### config.mk
export PLATFORM = sky130hd
export DESIGN_NAME = can_err_report
export DESIGN_NICKNAME = d
export VERILOG_FILES = /design/src/rtl/can_err_report.sv
export SDC_FILE = /design/constraint.sdc
export NUM_CORES = 1
export LEC_CHECK = 0
export ABC_AREA = 1
export CORE_UTILIZATION = 65
export DETAILED_ROUTE_END_ITERATION = 10
export DONT_BUFFER_PORTS = 1
export PLACE_DENSITY = 0.81
export SETUP_SLACK_MARGIN = 0.3
export SLEW_MARGIN = 25
export SYNTH_ARGS = -nofsm -noshare
export SYNTH_HDL_FRONTEND = slang
export SYNTH_SLANG_ARGS = --single-unit
export TNS_END_PERCENT = 10
### constraint.sdc
create_clock -name clk -period 2.3 [get_ports clk]
set_input_delay 0 -clock clk [delete_from_list [all_inputs] [get_ports clk]]
set_output_delay 0 -clock clk [all_outputs]
set_load 0.02 [all_outputs]
### src/rtl/can_err_report.sv
module can_err_report (
  input  logic       clk,
  input  logic       rst_n,
  input  logic [7:0] err_evt_i,
  input  logic [6:0] code_evt_i,
  input  logic       wr_en_i,
  input  logic [2:0] addr_i,
  input  logic [7:0] wr_data_i,
  output logic [7:0] rd_data_o,
  input  logic [7:0] tx_cnt_i,
  input  logic [7:0] rx_cnt_i,
  output logic       irq_o
);
  localparam logic [2:0] A_FLAG = 3'd0;
  localparam logic [2:0] A_EN   = 3'd1;
  localparam logic [2:0] A_CODE = 3'd2;
  localparam logic [2:0] A_STAT = 3'd3;
  localparam logic [2:0] A_IEN  = 3'd4;
  localparam logic [2:0] A_TXC  = 3'd5;
  localparam logic [2:0] A_RXC  = 3'd6;
  localparam int         SUM_BIT = 5;

  logic [7:0] flag_q, en_q;
  logic [6:0] code_q;
  logic       acc_q, ien_q;

  logic       wr_flag, wr_en, wr_code, wr_ien;
  logic [7:0] flag_kept;
  logic [6:0] code_kept;
  logic       summary;

  assign wr_flag = wr_en_i && addr_i == A_FLAG;
  assign wr_en   = wr_en_i && addr_i == A_EN;
  assign wr_code = wr_en_i && addr_i == A_CODE;
  assign wr_ien  = wr_en_i && addr_i == A_IEN;

  assign flag_kept = wr_flag ? (flag_q & wr_data_i) : flag_q;
  assign code_kept = wr_code ? (code_q & wr_data_i[6:0]) : code_q;

  always_ff @(posedge clk or negedge rst_n) begin
    if (!rst_n) begin
      flag_q <= '0;
      en_q   <= '0;
      code_q <= '0;
      acc_q  <= 1'b0;
      ien_q  <= 1'b0;
    end else begin
      flag_q <= flag_kept | err_evt_i;
      if (wr_en)   en_q  <= wr_data_i;
      if (wr_code) acc_q <= wr_data_i[7];
      if (wr_ien)  ien_q <= wr_data_i[SUM_BIT];
      if (code_evt_i == '0)
        code_q <= code_kept;
      else if (acc_q)
        code_q <= code_kept | code_evt_i;
      else
        code_q <= code_evt_i;
    end
  end

  assign summary = |(flag_q & en_q);
  assign irq_o   = summary & ien_q;

  always_comb begin
    unique case (addr_i)
      A_FLAG:  rd_data_o = flag_q;
      A_EN:    rd_data_o = en_q;
      A_CODE:  rd_data_o = {acc_q, code_q};
      A_STAT:  rd_data_o = 8'(summary) << SUM_BIT;
      A_IEN:   rd_data_o = 8'(ien_q) << SUM_BIT;
      A_TXC:   rd_data_o = tx_cnt_i;
      A_RXC:   rd_data_o = rx_cnt_i;
      default: rd_data_o = 8'h00;
    endcase
  end

  AST_EVT_SETS_FLAG: assert property (@(posedge clk) disable iff (!rst_n)
    (err_evt_i != 8'h00) |=> ((flag_q & $past(err_evt_i)) == $past(err_evt_i)));

  AST_NO_SPURIOUS_FLAG: assert property (@(posedge clk) disable iff (!rst_n)
    1'b1 |=> ((flag_q & ~$past(flag_q) & ~$past(err_evt_i)) == 8'h00));

  AST_FLAG_HOLD: assert property (@(posedge clk) disable iff (!rst_n)
    !(wr_en_i && addr_i == A_FLAG) |=> ((flag_q & $past(flag_q)) == $past(flag_q)));

  AST_IRQ_NEEDS_FLAG: assert property (@(posedge clk) disable iff (!rst_n)
    irq_o |-> (flag_q != 8'h00 && en_q != 8'h00));

  AST_LATEST_ONLY: assert property (@(posedge clk) disable iff (!rst_n)
    (!acc_q && code_evt_i != 7'h00) |=> (code_q == $past(code_evt_i)));

  AST_ACCUM_KEEP: assert property (@(posedge clk) disable iff (!rst_n)
    (acc_q && !(wr_en_i && addr_i == A_CODE)) |=> ((code_q & $past(code_q)) == $past(code_q)));
endmodule

======== Word-level counts from Yosys, hierarchy flattened ========
Cells that the tools add are included.
Widths: inputs -> output; s select.
storage, ports and cells
  flip-flop bits (word level) ............. 25
  input port bits ......................... 45
  output and inout bits ................... 9
  word-level logic and storage cells ...... 29
cells by class
  eq/ne operators ......................... 6
  muxes and demuxes ....................... 5
  bitwise operators ....................... 6
  reductions and logical operators ........ 7
operators with widths
  cell                count
  $pmux 8 s7          1
  $mux 7              3
  $and 8x8->8         2
  $eq 3x3->1 const B  3
  $mux 8              1
  $or 8x8->8          1
  $reduce_or 8->1     1
  $and 7x7->7         1
  $logic_not 7->1     1
  $or 7x7->7          1
  $eq 3x2->1 const B  2
  $logic_and 1x1->1   4
  $eq 3x1->1 const B  1
  $logic_not 3->1     1
  $and 1x1->1         1

======== Logic depth before layout (Yosys ltp) ========
  depth in word-level cells ............... 6
  gate-level depth with buffers ........... 8
  mapped depth without buffers ............ 7

======== Least setup slack after synthesis ========
No wires, ideal clock.
  kind .................................... reg2out
  start ................................... register en_q[6]
  end ..................................... output irq_o
  arrival time ............................ 1.014 ns
  required time ........................... 2.300 ns
  setup slack ............................. 1.286 ns
  stages on the path, launching flop included .. 5
  cells stage by stage .................... dfrtp_1 nand2_1 nand2_1 nor2_1 a21boi_0
between the ends
  cells in the longest elaborated chain, start to end .. 3
RTL lines
  element                 line  source
  from (decl)             23    logic [7:0] flag_q, en_q;
  from (signal assigned)  49    if (wr_en) en_q <= wr_data_i;
  $and 8x8->8             61    assign summary = |(flag_q & en_q);
  $reduce_or 8->1         61
  $and 1x1->1             62    assign irq_o = summary & ien_q;
  to (decl)               12    output logic irq_o
Every way passes these cells.

======== Worst setup path in the final report ========
  start ................................... input code_evt_i[5]
  end ..................................... register code_q[2]
between the ends
  cells in the longest elaborated chain, start to end .. 2
RTL lines
  element               line  source
  from (decl)           5     input logic [6:0] code_evt_i,
  $logic_not 7->1       52    if (code_evt_i == '0)
  $mux 7                52
  to (signal assigned)  53    code_q <= code_kept;
  to (signal assigned)  55    code_q <= code_kept | code_evt_i;
  to (signal assigned)  57    code_q <= code_evt_i;
  to (decl)             24    logic [6:0] code_q;
Every way passes these cells.
A chain may end at the register's enable or synchronous reset.

==> metrics.md <==
| Metric | Value |
|---|---|
| Final setup fails | `0` |
| GRT Util Overall | `45.0%` |
| Final Hold Fails | `0` |
| Psw | `0.380 mW` |
| Die area | `2510 sq um` |
| RSZ-0062 raised after global routing | `no` |
| Total congestion overflow | `0` |
| Synthesized Nets | `254` |
| Die Span X | `50.1 um` |
| TNS Setup | `0 ns` |
| Max Slew Vio Count | `0` |
| FILL cells | `83` |
| Synth Area in Compound Gates | `8.74%` |
| Tot Pwr | `1.08 mW` |
| Register area share after synthesis | `41.6%` |
| Layout cells sized above 1 | `9.73%` |
| Post-route clock period utilization | `82.5%` |
| Fmax | `527 MHz` |
| P per Cell Area | `533 nW/um^2` |
| Top cells by area, synth | `dfrtp_1 42%, nand2_1 18%, nand3_1 11%, inv_1 6.2%, o21ai_2 4.1%` |
| Post-synth top area cell | `dfrtp_1` |
| Adder-Cell Fraction of Synth Area | `0%` |
| Initial Utilization | `68.6%` |
| Hold Path Origin | `addr_i[1]` |
| Worst slew pin tran | `0.707 ns` |
| NumNets Final | `303` |
| Row cnt | `17` |
| Yosys cell types | `23` |
| Clk sinks | `25` |
| First-pass GRT wire length | `8040 um` |
| Main combinational cell family by area after synthesis | `simple AND/OR/NAND/NOR gates` |
| N_diodes | `0` |
| Cell Area, Placed | `1520 sq um` |
| CTS root buffer | `clkbuf_4` |
| Yosys Warn Count | `0` |
| Post-Layout Cell Count | `285` |
| Largest net degree at the start of global routing | `26` |
| Max-Slew Margin vs Limit | `52.4%` |
| Final HPWL from detailed placement | `2570 um` |
| Delay-heaviest family, CP | `buffers and inverters` |
| Post-route cell area | `2020 sq um` |
| Cell Chain, Critical Path | `dlygate4sd3_1, inv_1, nand3_1, o21ai_1, nand3_1, nand2_1, dlygate4sd3_1` |
| Post-synthesis mux area share | `0%` |
| Share of power burned in registers | `49.5%` |
| Core area | `2190 sq um` |
| MaxCap Viol Count | `0` |
| Worst-path fanout max | `7` |
| CP arrival | `2.18 ns` |
| Final wirelength | `5170 um` |
| Die height | `50.1 um` |
| Final GP Congestion | `0.834` |
| Via count | `1732` |
| CTS H-tree depth | `1` |
| Post-Synth XOR/XNOR Area | `0%` |
| Placed insts | `234` |
| Peak supply drop | `603 uV` |
| Crit-path max cell delay | `0.56 ns` |
| Routed WL per cell | `18.1 um` |
| Critical path class | `in -> reg` |
| TritonRoute pass-1 iters | `7` |
| Top Ports | `54` |
| Inserted Clock Buffers | `3` |
| Area grow syn2layout | `34.7%` |
| Crit. End Element | `flip-flop` |
| Critical R2R Launch | `acc_q$_DFFE_PN0N_` |
| Synth Area per Inst | `7.19 sq um` |
| Number of DRC markers in iteration 0 | `142` |
| Post-CTS sizing | `0` |
| Number of synthesized register bits | `25` |
| Required @ worst endpoint | `2.59 ns` |
| Final ANT Viol Nets | `0` |
| Switching Share | `35.2%` |
| Port bufs | `0` |
| CTS Buffer Depth | `2` |
| Initial antenna violation count | `0` |
| Clock share of power | `19.9%` |
| Outcome | `finished clean` |
| Combinational cell fraction of total power | `30.6%` |
| Vias in the first global route | `1734` |
| Worst path slowest cell | `dlygate4sd3_1` |
| Startpoint types | `input port` |
| Synthesized instance count | `209` |
| Mapped Area | `1500 sq um` |
| Clk Latency, worst-skew pair | `0.33 ns` |
| Synth top area share | `41.6%` |
| Int Pwr | `0.699 mW` |
| Min cycle time layout | `1.90 ns` |
| CTS tree | `yes` |
| Crit. Startpoint | `code_evt_i[5]` |
| Post-synthesis simple-gate area fraction | `40.8%` |
| DRC viols | `0` |
| CTS clk-pin slew, worst paths | `0.15 ns` |
| Vias/cell | `6.08` |
| Bufs and invs on worst path | `3` |
| LEAKAGE | `0.925 nW` |
| Hold crit path type | `in -> reg` |
| Clock skew | `0.00492 ns` |
==> Yosys cell counts, drive strengths merged <==
| cell | count |
|---|---|
| nor2 | 11 |
| inv | 29 |
| clkbuf | 1 |
| nand4 | 2 |
| nand3 | 34 |
| nand3b | 5 |
| nand2 | 76 |
| o21ai | 18 |
| o21bai | 1 |
| a21boi | 1 |
| clkinv | 1 |
| buf | 2 |
| nor3 | 3 |
| dfrtp | 25 |
==> final cells by class <==
cell class	count	area [sq um]	share of cell area (%)
Inverter	30	113	5.56
Timing Repair Buffer	47	480	23.7
Clock buffer	4	26.3	1.30
Sequential cell	25	626	30.9
Tap cell	28	35.0	1.73
Multi-Input combinational cell	151	744	36.8
==> metal layers <==
layer	track usage (%)	vias up	part of all wire [%]
li1	-	764	-
met1	53.8	800	36
met2	76.2	134	48
met3	6.17	34	12
met4	26.2	0	4.7
met5	0	-	0
==> cells in the final DEF (no fill, tap or decap) <==
master	netlist	routed
clkinv_1	1	1
inv_1	25	25
nor3_1	1	1
a21boi_0	1	1
dlygate4sd3_1	0	46
clkbuf_1	1	1
clkbuf_4	0	3
nor2_1	8	8
nor2_2	1	1
nand2_2	4	4
nor3_4	1	1
o21ai_1	11	11
dfrtp_1	25	25
nor3_2	1	1
nand4_1	2	2
nand2_4	1	1
nand3_1	34	34
nor2_4	2	2
inv_2	4	4
nand2_1	71	71
o21bai_1	1	1
nand3b_1	5	5
o21ai_2	7	7
buf_12	0	1
==> per-stage QoR <==
stage / util [%] / worst slack [ns] / hold WS [ns]
3_3_place_gp: 69.3 / 1.19 / -0.295
4_1_cts: 92.4 / 0.559 / 0.0284
5_1_grt: 92.4 / 0.398 / 0.0497
2_1_floorplan: - / 1.29 / -0.296
3_5_place_dp: 69.3 / 1.19 / -0.295
6_report: 92.4 / 0.403 / 0.0211
==> state kept, by name (all words and copies together) (netlist names) <==
name    cells
ien_q       1
acc_q       1
en_q        8
code_q      7
flag_q      8
==> tightest hold or removal path: cells and delay by family <==
kind | cells | cell delay, ns
AOI/OAI and AO/OA | 1 | 0.07
and+or+nand+nor | 2 | 0.27
==> power groups by stage <==
stage | combinational [mW] | clock (mW) | sequential [mW]
floorplan | 0.185 | 0 | 0.527
global placement | 0.213 | 0 | 0.532
detailed placement | 0.217 | 0 | 0.536
CTS | 0.305 | 0.200 | 0.527
global route | 0.355 | 0.216 | 0.538
finish | 0.330 | 0.215 | 0.534
==> cell families after synthesis <==
| kind of cell | after synthesis |
|---|---|
| AND/OR/NAND/NOR | 131 |
| AO/OA/AOI/OAI | 20 |
| flip-flops | 25 |
| buffers and inverters | 33 |
==> worst paths after layout <==
check | end | slack (ns) | depth (start not counted)
min in group asynchronous | flag_q[3]$_DFF_PN0_ | 0.08 | 2
worst min register to register | en_q[7]$_DFFE_PN0P_ | 0.54 | 2
worst max-delay path | code_q[2]$_DFF_PN0_ | 0.40 | 7
max in group asynchronous | flag_q[7]$_DFF_PN0_ | 2.07 | 2
worst min-delay path | en_q[3]$_DFFE_PN0P_ | 0.02 | 3
worst max register to register | code_q[2]$_DFF_PN0_ | 0.59 | 5
==> timing repair <==
item | in CTS | in global routing
hold endpoints to repair | 50 | 0
buffers inserted | 0 | 0
hold buffers | 47 | 0
Power figures use the tool's default switching activity.
